[src/rtl/esd_pkg.sv]
package esd_pkg;
    localparam int CODE_LEN = 4;

    typedef enum logic [1:0] {
        HUNT,
        GOT_FF,
        GOT_Z1,
        GOT_Z2
    } det_state_t;

    typedef struct packed {
        logic f;
        logic v;
        logic h;
    } tflags_t;

    typedef struct packed {
        logic hs;
        logic vs;
        logic fld;
        logic err;
        logic sol;
        logic vfall;
    } ctl_t;
endpackage

[src/rtl/esd_code_fsm.sv]
module esd_code_fsm
    import esd_pkg::*;
#(
    parameter int LANE_W = 8
) (
    input  logic              clk,
    input  logic              rst_n,
    input  logic [LANE_W-1:0] lane,
    output logic              hit
);
    det_state_t state_q, state_d;
    logic is_ones, is_zero;

    assign is_ones = (lane == {LANE_W{1'b1}});
    assign is_zero = (lane == {LANE_W{1'b0}});

    always_ff @(posedge clk) begin
        if (!rst_n) state_q <= HUNT;
        else        state_q <= state_d;
    end

    always_comb begin
        state_d = HUNT;
        unique case (state_q)
            HUNT:   state_d = is_ones ? GOT_FF : HUNT;
            GOT_FF: state_d = is_ones ? GOT_FF : (is_zero ? GOT_Z1 : HUNT);
            GOT_Z1: state_d = is_zero ? GOT_Z2 : (is_ones ? GOT_FF : HUNT);
            GOT_Z2: state_d = is_ones ? GOT_FF : HUNT;
        endcase
    end

    always_comb begin
        hit = (state_q == GOT_Z2);
    end

    assert_hit_after_preamble_R1: assert property (@(posedge clk) disable iff (!rst_n)
        hit |-> ($past(lane, 1) == '0 && $past(lane, 2) == '0 && $past(lane, 3) == '1));
endmodule

[src/rtl/esd_status_check.sv]
module esd_status_check
    import esd_pkg::*;
(
    input  logic [7:0] status,
    input  logic       chk_en,
    output tflags_t    flags,
    output logic       bad
);
    logic [3:0] prot_exp;

    always_comb begin
        flags.f  = status[6];
        flags.v  = status[5];
        flags.h  = status[4];
        prot_exp = {flags.v ^ flags.h, flags.f ^ flags.h, flags.f ^ flags.v,
                    flags.f ^ flags.v ^ flags.h};
        bad      = chk_en && (!status[7] || (status[3:0] != prot_exp));
    end
endmodule

[src/rtl/esd_timing.sv]
module esd_timing
    import esd_pkg::*;
#(
    parameter int DATA_W = 16,
    parameter int PIX_W  = 11,
    parameter int LINE_W = 10
) (
    input  logic              clk,
    input  logic              rst_n,
    input  logic [DATA_W-1:0] din,
    input  logic              hit,
    input  tflags_t           flags,
    input  logic              bad,
    output logic [DATA_W-1:0] dout,
    output logic              hsync_o,
    output logic              vsync_o,
    output logic              field_o,
    output logic              act_en_o,
    output logic              code_err,
    output logic [PIX_W-1:0]  pix_cnt,
    output logic [LINE_W-1:0] line_cnt
);
    localparam int DLY = CODE_LEN;

    logic good, eav, sav;
    ctl_t ctl_q;
    logic inl_q;

    logic [DATA_W-1:0] dat_p [DLY];
    logic [DLY-1:0]    tag_p;
    ctl_t              ctl_p [DLY];
    ctl_t              ctl_o;
    logic              act;
    logic              new_line;

    assign good = hit & ~bad;
    assign eav  = good & flags.h;
    assign sav  = good & ~flags.h;

    always_ff @(posedge clk) begin
        if (!rst_n) begin
            ctl_q <= '0;
            inl_q <= 1'b0;
        end else begin
            ctl_q.err   <= hit & bad;
            ctl_q.sol   <= sav;
            ctl_q.vfall <= good & ~flags.v & ctl_q.vs;
            if (good) ctl_q.vs <= flags.v;
            if (eav) begin
                ctl_q.hs  <= 1'b1;
                ctl_q.fld <= flags.f;
                inl_q     <= 1'b0;
            end
            if (sav) begin
                ctl_q.hs <= 1'b0;
                inl_q    <= ~flags.v;
            end
        end
    end

    always_ff @(posedge clk) begin
        if (!rst_n) begin
            dat_p[0] <= '0;
            tag_p[0] <= 1'b0;
            ctl_p[0] <= '0;
        end else begin
            dat_p[0] <= din;
            tag_p[0] <= inl_q & ~eav;
            ctl_p[0] <= ctl_q;
        end
    end

    for (genvar k = 1; k < DLY; k++) begin : g_stage
        always_ff @(posedge clk) begin
            if (!rst_n) begin
                dat_p[k] <= '0;
                tag_p[k] <= 1'b0;
                ctl_p[k] <= '0;
            end else begin
                dat_p[k] <= dat_p[k-1];
                tag_p[k] <= tag_p[k-1] & ~eav;
                ctl_p[k] <= ctl_p[k-1];
            end
        end
    end

    assign ctl_o    = ctl_p[DLY-1];
    assign act      = tag_p[DLY-1];
    assign new_line = ctl_o.sol & act;

    always_ff @(posedge clk) begin
        if (!rst_n) begin
            pix_cnt  <= '0;
            line_cnt <= '0;
        end else begin
            if (ctl_o.sol)  pix_cnt <= {{(PIX_W-1){1'b0}}, act};
            else if (act)   pix_cnt <= pix_cnt + 1'b1;
            if (ctl_o.vfall) line_cnt <= {{(LINE_W-1){1'b0}}, new_line};
            else if (new_line) line_cnt <= line_cnt + 1'b1;
        end
    end

    assign dout     = dat_p[DLY-1];
    assign hsync_o  = ctl_o.hs;
    assign vsync_o  = ctl_o.vs;
    assign field_o  = ctl_o.fld;
    assign code_err = ctl_o.err;
    assign act_en_o = act;

    assert_err_single_R3: assert property (@(posedge clk) disable iff (!rst_n)
        code_err |=> !code_err);
    assert_act_outside_hblank_R5: assert property (@(posedge clk) disable iff (!rst_n)
        act_en_o |-> !hsync_o);
    assert_act_outside_vblank_R8: assert property (@(posedge clk) disable iff (!rst_n)
        act_en_o |-> !vsync_o);
    assert_field_moves_in_hblank_R7: assert property (@(posedge clk) disable iff (!rst_n)
        !$stable(field_o) |-> hsync_o);
    assert_pix_step_R10: assert property (@(posedge clk) disable iff (!rst_n)
        (act_en_o && !ctl_o.sol) |=> (pix_cnt == $past(pix_cnt) + 1'b1));
endmodule

[src/rtl/embedded_sync_decoder.sv]
module embedded_sync_decoder
    import esd_pkg::*;
#(
    parameter int DATA_W    = 16,
    parameter int MAX_PIX   = 2047,
    parameter int MAX_LINES = 1023,
    localparam int PIX_W    = $clog2(MAX_PIX + 1),
    localparam int LINE_W   = $clog2(MAX_LINES + 1)
) (
    input  logic              clk,
    input  logic              rst_n,
    input  logic              chk_en,
    input  logic [DATA_W-1:0] vid_in,
    output logic [DATA_W-1:0] vid_out,
    output logic              hsync_o,
    output logic              vsync_o,
    output logic              field_o,
    output logic              act_en_o,
    output logic              code_err,
    output logic [PIX_W-1:0]  pix_cnt,
    output logic [LINE_W-1:0] line_cnt
);
    localparam int LANE_W = DATA_W / 2;

    logic    hit;
    tflags_t flags;
    logic    bad;

    esd_code_fsm #(.LANE_W(LANE_W)) u_fsm (
        .clk   (clk),
        .rst_n (rst_n),
        .lane  (vid_in[DATA_W-1 -: LANE_W]),
        .hit   (hit)
    );

    esd_status_check u_chk (
        .status (vid_in[DATA_W-1 -: 8]),
        .chk_en (chk_en),
        .flags  (flags),
        .bad    (bad)
    );

    esd_timing #(.DATA_W(DATA_W), .PIX_W(PIX_W), .LINE_W(LINE_W)) u_tim (
        .clk      (clk),
        .rst_n    (rst_n),
        .din      (vid_in),
        .hit      (hit),
        .flags    (flags),
        .bad      (bad),
        .dout     (vid_out),
        .hsync_o  (hsync_o),
        .vsync_o  (vsync_o),
        .field_o  (field_o),
        .act_en_o (act_en_o),
        .code_err (code_err),
        .pix_cnt  (pix_cnt),
        .line_cnt (line_cnt)
    );
endmodule

[config.mk]
export PLATFORM = sky130hd
export DESIGN_NAME = embedded_sync_decoder
export DESIGN_NICKNAME = d
export VERILOG_FILES = /design/src/rtl/esd_pkg.sv /design/src/rtl/esd_code_fsm.sv /design/src/rtl/esd_status_check.sv /design/src/rtl/esd_timing.sv /design/src/rtl/embedded_sync_decoder.sv
export SDC_FILE = /design/constraint.sdc
export NUM_CORES = 1
export LEC_CHECK = 0
export BUFFER_PORTS_ARGS = -buffer_cell sky130_fd_sc_hd__buf_4
export CAP_MARGIN = 20
export CORE_AREA = 3 3 96 98
export CTS_CLUSTER_DIAMETER = 50
export DETAILED_ROUTE_END_ITERATION = 10
export DIE_AREA = 0 0 99 101
export PLACE_DENSITY = 0.71
export SLEW_MARGIN = 20
export SYNTH_ARGS = -nofsm -noshare
export SYNTH_HDL_FRONTEND = slang
export SYNTH_HIERARCHICAL = 1
export SYNTH_SLANG_ARGS = --single-unit
export TNS_END_PERCENT = 1
[constraint.sdc]
create_clock -name clk -period 2.6 [get_ports clk]
set_input_delay 0.52 -clock clk [delete_from_list [all_inputs] [get_ports clk]]
set_output_delay 0.52 -clock clk [all_outputs]
set_load 0.1 [all_outputs]
Word level (Yosys, flattened, before mapping)

Memory sizes are Yosys's and may differ from the RTL's.
Cells that the tools add are included.

Add/sub/neg operators: 2
Bitwise gates (word level): 28
Reduce and logical (&&, ||, !) cells: 12
Equality and inequality tests: 5
Multiplexer cells: 21

Operators with widths:

| kind                                                            | number |
|---|---|
| 16-bit 2-to-1 mux                                               | 4 |
| 6-bit 2-to-1 mux                                                | 4 |
| 11-bit by 1-bit adder with 11-bit output, second input constant | 1 |
| 1-bit AND                                                       | 11 |
| 10-bit by 1-bit adder with 10-bit output, second input constant | 1 |
| 1-bit 2-to-1 mux                                                | 9 |
| 8-bit == test, second input constant                            | 1 |
| 8-bit zero test                                                 | 1 |
| 1-bit OR                                                        | 8 |
| 2-bit OR reduction                                              | 4 |
| 2-bit 2-to-1 mux                                                | 3 |
| 2-bit case mux with 3 select lines                              | 1 |
| 2-bit nonzero test                                              | 3 |
| 1-bit inverter                                                  | 5 |
| 2-bit == test, second input constant                            | 2 |
| 4-bit != test                                                   | 1 |
| 1-bit bitwise XOR                                               | 4 |
| 2-bit by 1-bit == test with 1-bit output, second input constant | 1 |
| 2-bit zero test                                                 | 1 |
| 1-bit logical AND                                               | 1 |
| 1-bit zero test                                                 | 1 |
| 1-bit logical OR                                                | 1 |

Memory bits (writable): 88
Output and inout port bits: 42
Memories: 2
Word-level logic and storage cells: 86
Bits of input ports: 19
Bits in registers: 34

Memory list:

| memory      | depth | bits a word | read ports | clocked after memory_dff | wr ports | RTL line         | source |
|---|---|---|---|---|---|---|---|
| u_tim.dat_p | 4     | 16          | 4          | 0                        | 4        | esd_timing.sv:29 | `logic [DATA_W-1:0] dat_p [DLY];` |
| u_tim.ctl_p | 4     | 6           | 4          | 0                        | 4        | esd_timing.sv:31 | `ctl_t ctl_p [DLY];` |

Logic depth before layout (Yosys ltp)

Depth in word-level cells: 10
Gate-level depth with buffers: 7
Gate-level depth less buffers: 7

By module

Netlist, hierarchy kept.

By module, submodules not included:

| module           | area an instance (um^2) | cells an instance | instances |
|---|---|---|---|
| esd_timing       | 3814.9                  | 345               | 1 |
| esd_code_fsm     | 177.7                   | 17                | 1 |
| esd_status_check | 163.9                   | 21                | 1 |

Worst setup path before layout

Ideal clock, no wire load.

Path type: flip-flop to flip-flop
Start point: register u_tim.pix_cnt[1]
End point: register u_tim.pix_cnt[10]
Cell stages (with the launch flop): 5
Arrival: 2.079 ns
Path slack: 0.451 ns
Period minus slack after synthesis: 2.149 ns
Cell sequence: dfxtp_1 ha_1 nand2_1 or4_1 a21oi_1

Longest elaborated chain between the ends: 1

RTL lines:

| element                                  | RTL line         | source |
|---|---|---|
| from (decl)                              | esd_timing.sv:20 | `output logic [PIX_W-1:0] pix_cnt,` |
| from (signal assigned)                   | esd_timing.sv:96 | `if (ctl_o.sol) pix_cnt <= {{(PIX_W-1){1'b0}}, act};` |
| from (signal assigned)                   | esd_timing.sv:97 | `else if (act) pix_cnt <= pix_cnt + 1'b1;` |
| 11-bit by 1-bit adder with 11-bit output | esd_timing.sv:97 |  |

No other way between the ends.
A chain may end at the register's enable or synchronous reset.

Worst setup path in the final report

Start point: register u_tim.tag_p[3] (netlist: u_tim/act_en_o)
End point: output act_en_o

RTL lines:

| element                           | RTL line                    | source |
|---|---|---|
| from (decl)                       | esd_timing.sv:30            | `logic [DLY-1:0] tag_p;` |
| from (signal, indexed assignment) | esd_timing.sv:81            | `tag_p[k] <= tag_p[k-1] & ~eav;` |
| to (decl)                         | embedded_sync_decoder.sv:18 | `output logic act_en_o,` |

No word-level cell between the ends.

==> impl_metrics.env <==
export IMPL_status="finished, final reports clean"
export IMPL_cpPeakStageDelay_ns=0.32
export IMPL_ctsHoldBuffers=0
export IMPL_synthAdderAreaFrac_pct=1.505
export IMPL_drtPass1Iterations=4
export IMPL_fillers=714
export IMPL_syn_inst=383
export IMPL_p_total_mw=4.237
export IMPL_diodes=0
export IMPL_cts_sinks=122
export IMPL_worst_slew_pin_transition_ns=0.4824
export IMPL_startpoint_type="register"
export IMPL_min_to="u_tim/dat_p[0][0]$_SDFF_PN0_"
export IMPL_synth_top_area_cell="dfxtp_1"
export IMPL_final_nets=454
export IMPL_muxShareOfSynthArea_pct=1.686
export IMPL_ys_types=42
export IMPL_final_area_um2=5116
export IMPL_post_cts_buffers=0
export IMPL_track_usage_pct=13.83
export IMPL_regArea_um2=2442
export IMPL_cts_max_path_buffers=2
export IMPL_timing_rr_start="u_tim/act_en_o$_SDFF_PN0_"
export IMPL_ios=61
export IMPL_powerDensity_nw_per_um2=828.2
export IMPL_cts_buffers=17
export IMPL_worstSetupPathType="reg2out"
export IMPL_path_common_cell="buf_4"
export IMPL_synth_area_leaders="dfxtp_1, and2_1, buf_4, mux2i_1, ha_1"
export IMPL_cts_max_level=4
export IMPL_place_area_um2=4548
export IMPL_start_util_pct=48.61
export IMPL_ys_ff_latch=122
export IMPL_cp_required_ns=2.08
export IMPL_r2r_slack_ns=1.04
export IMPL_synth_net_count=407
export IMPL_cp_end_kind="output pin"
export IMPL_ys_warn_count=6
export IMPL_core_region_area_um2=8551
export IMPL_syn2layout_area_growth_pct=23.09
export IMPL_clkTransAtPathRegs_ns=0.06
export IMPL_finalCritPeriodShare_pct=71.35
export IMPL_grt_pass1_vias=2359
export IMPL_hp_class="in2reg"
export IMPL_drtIter0Drc=89
export IMPL_dp_hpwl_um=4066
export IMPL_yosys_area_share_simple_pct=25.05
export IMPL_grt_max_degree=69
export IMPL_min_period_ns=1.855
export IMPL_route_detailed_drc=0
export IMPL_path_cells="buf_4 > buf_4"
export IMPL_cts_root_buf="clkbuf_8"
export IMPL_grt_pass1_wl_um=10810
export IMPL_multi_input_area_um2=1479
export IMPL_synth_top_area_share_pct=58.76
export IMPL_leakage_nw=2.156
export IMPL_io_buffer_count=60
export IMPL_path_max_fanout=13
export IMPL_setup_viol=0
export IMPL_synth_most_common_cell="dfxtp_1"
export IMPL_synth_area_um2=4156
export IMPL_cp_slowest_cell="buf_4"
export IMPL_std_cell_rows=34
export IMPL_wire_per_inst_um=11.46
export IMPL_tns_ns=0
export IMPL_cts_resized_gates=0
export IMPL_die_area_um2=9999
export IMPL_r2r_end="u_tim/pix_cnt[10]$_SDFFE_PP0P_"
export IMPL_synthXorXnorAreaFrac_pct=1.475
export IMPL_wl_um=6312
export IMPL_synthFlopType="dfxtp_1"
export IMPL_synth_edf_count=0
export IMPL_synth_area_per_cell_um2=10.85
export IMPL_reg2regPathDepth=4
export IMPL_max_freq_mhz=539.0
export IMPL_cts_tree="done"
export IMPL_die_w_um=99
export IMPL_final_core_util_pct=59.83
export IMPL_rsz0062_at_grt="false"
export IMPL_crit_arrival_ns=1.34
export IMPL_dr_total_vias=2550
export IMPL_gp_congestion=0.8269
export IMPL_hold_depth=2
export IMPL_synth_commonest_cells="dfxtp_1, and2_1, buf_4"
export IMPL_vdd_drop_max_mv=0.5297
export IMPL_synth_top_family_by_area="simple AND/OR/NAND/NOR gates"
export IMPL_overflow=0
export IMPL_ant_nets=0
export IMPL_drv_cap=0
export IMPL_avgViaCountPerCell=4.628
export IMPL_antenna_found_initial=0
export IMPL_final_layout_size_suffix_gt1_share_pct=23.48
export IMPL_synth_yosys_seq_area_share_pct=58.76
export IMPL_worstHoldStart="vid_in[0]"
export IMPL_clk_latency_ns=0.51
export IMPL_synth_compound_area_share_pct=5.870
export IMPL_hold_viol=0
export IMPL_die_y_um=101
export IMPL_relSlewSlack_pct=67.84
export IMPL_drv_slew=0
export IMPL_fin_skew_ns=0.004339
export IMPL_async_flop_share_pct=0
-- how the worst max path moves through the flow --
| stage | cells after the start | slack (ns) | start | end |
|---|---|---|---|---|
| 6_report | 2 | 0.74 | u_tim/act_en_o$_SDFF_PN0_ | act_en_o |
| 3_5_place_dp | 8 | 0.47 | vid_in[12] | u_tim/ctl_q[3]$_SDFFE_PN0P_ |
| 5_1_grt | 2 | 0.69 | u_tim/act_en_o$_SDFF_PN0_ | act_en_o |
| 3_3_place_gp | 8 | 0.51 | vid_in[12] | u_tim/ctl_q[3]$_SDFFE_PN0P_ |
| 2_1_floorplan | 4 | 0.45 | u_tim/pix_cnt[1]$_SDFFE_PP0P_ | u_tim/pix_cnt[10]$_SDFFE_PP0P_ |
| 4_1_cts | 2 | 0.71 | u_tim/act_en_o$_SDFF_PN0_ | act_en_o |
-- report_power, final --
part | switching, mW | internal (mW)
clock network | 0.885 | 1.30
logic | 0.0854 | 0.0536
registers | 0.00702 | 1.90
total | 0.978 | 3.26
-- critical path, delay by kind of cell, from the launching register on --
| kind | cells | cell delay, ns |
|---|---|---|
| flip-flops | 1 | 0.31 |
| buffers and inverters | 2 | 0.52 |
-- per-stage QoR --
step	hold WS, ns	setup WS, ns	std cells
5_1_grt	0.2011	0.6868	551
3_5_place_dp	0.4169	0.4704	519
2_1_floorplan	0.4119	0.4507	383
3_3_place_gp	0.4163	0.5067	519
4_1_cts	0.1838	0.7072	551
6_report	0.2152	0.7448	551
-- cell usage in the layout, fill, tap and decap left out, types with 8 or more instances in the layout --
cell / n
dfxtp_1: 122
and2_1: 90
nand2_1: 12
buf_4: 62
inv_6: 9
o31ai_1: 8
clkbuf_16: 16
a21oi_1: 12
nand3_1: 9
-- metal layers --
metal / vias to the layer above / global-route usage (%) / wire length (µm)
met5: - / 0 / 0
met4: 0 / 7.878 / 106
met3: 11 / 5.329 / 332
met2: 51 / 20.71 / 2871
met1: 1129 / 17.02 / 3001
li1: 1359 / - / -
-- flip-flops by register name (all words and copies together), names as in the netlist --
signal	cells
u_tim/line_cnt	10
u_fsm/state_q	2
u_tim/pix_cnt	11
u_tim/ctl_p	24
u_tim/dat_p	64
u_tim/tag_p	3
u_tim/inl_q	1
u_tim/ctl_q	6
u_tim/act_en_o	1
-- logic make-up (layout without fill, tap and decap cells) --
family,count (synthesis),after routing
AO/OA/AOI/OAI,34,34
XOR/XNOR,7,7
adder cells (fa/ha/maj),5,5
buffers and inverters,41,101
flip-flops,122,122
multiplexers,7,7
AND/OR/NAND/NOR,167,167
-- layout make-up --
type / instances / share of cell area, %
clock buffers: 17 / 8.095
clock inverters: 15 / 3.008
inverters: 7 / 0.5136
multi-input cells: 220 / 28.91
flip-flops and latches: 122 / 47.74
well taps: 108 / 2.641
repair buffers: 62 / 9.098
No activity file was read; power rests on OpenSTA's default activity.
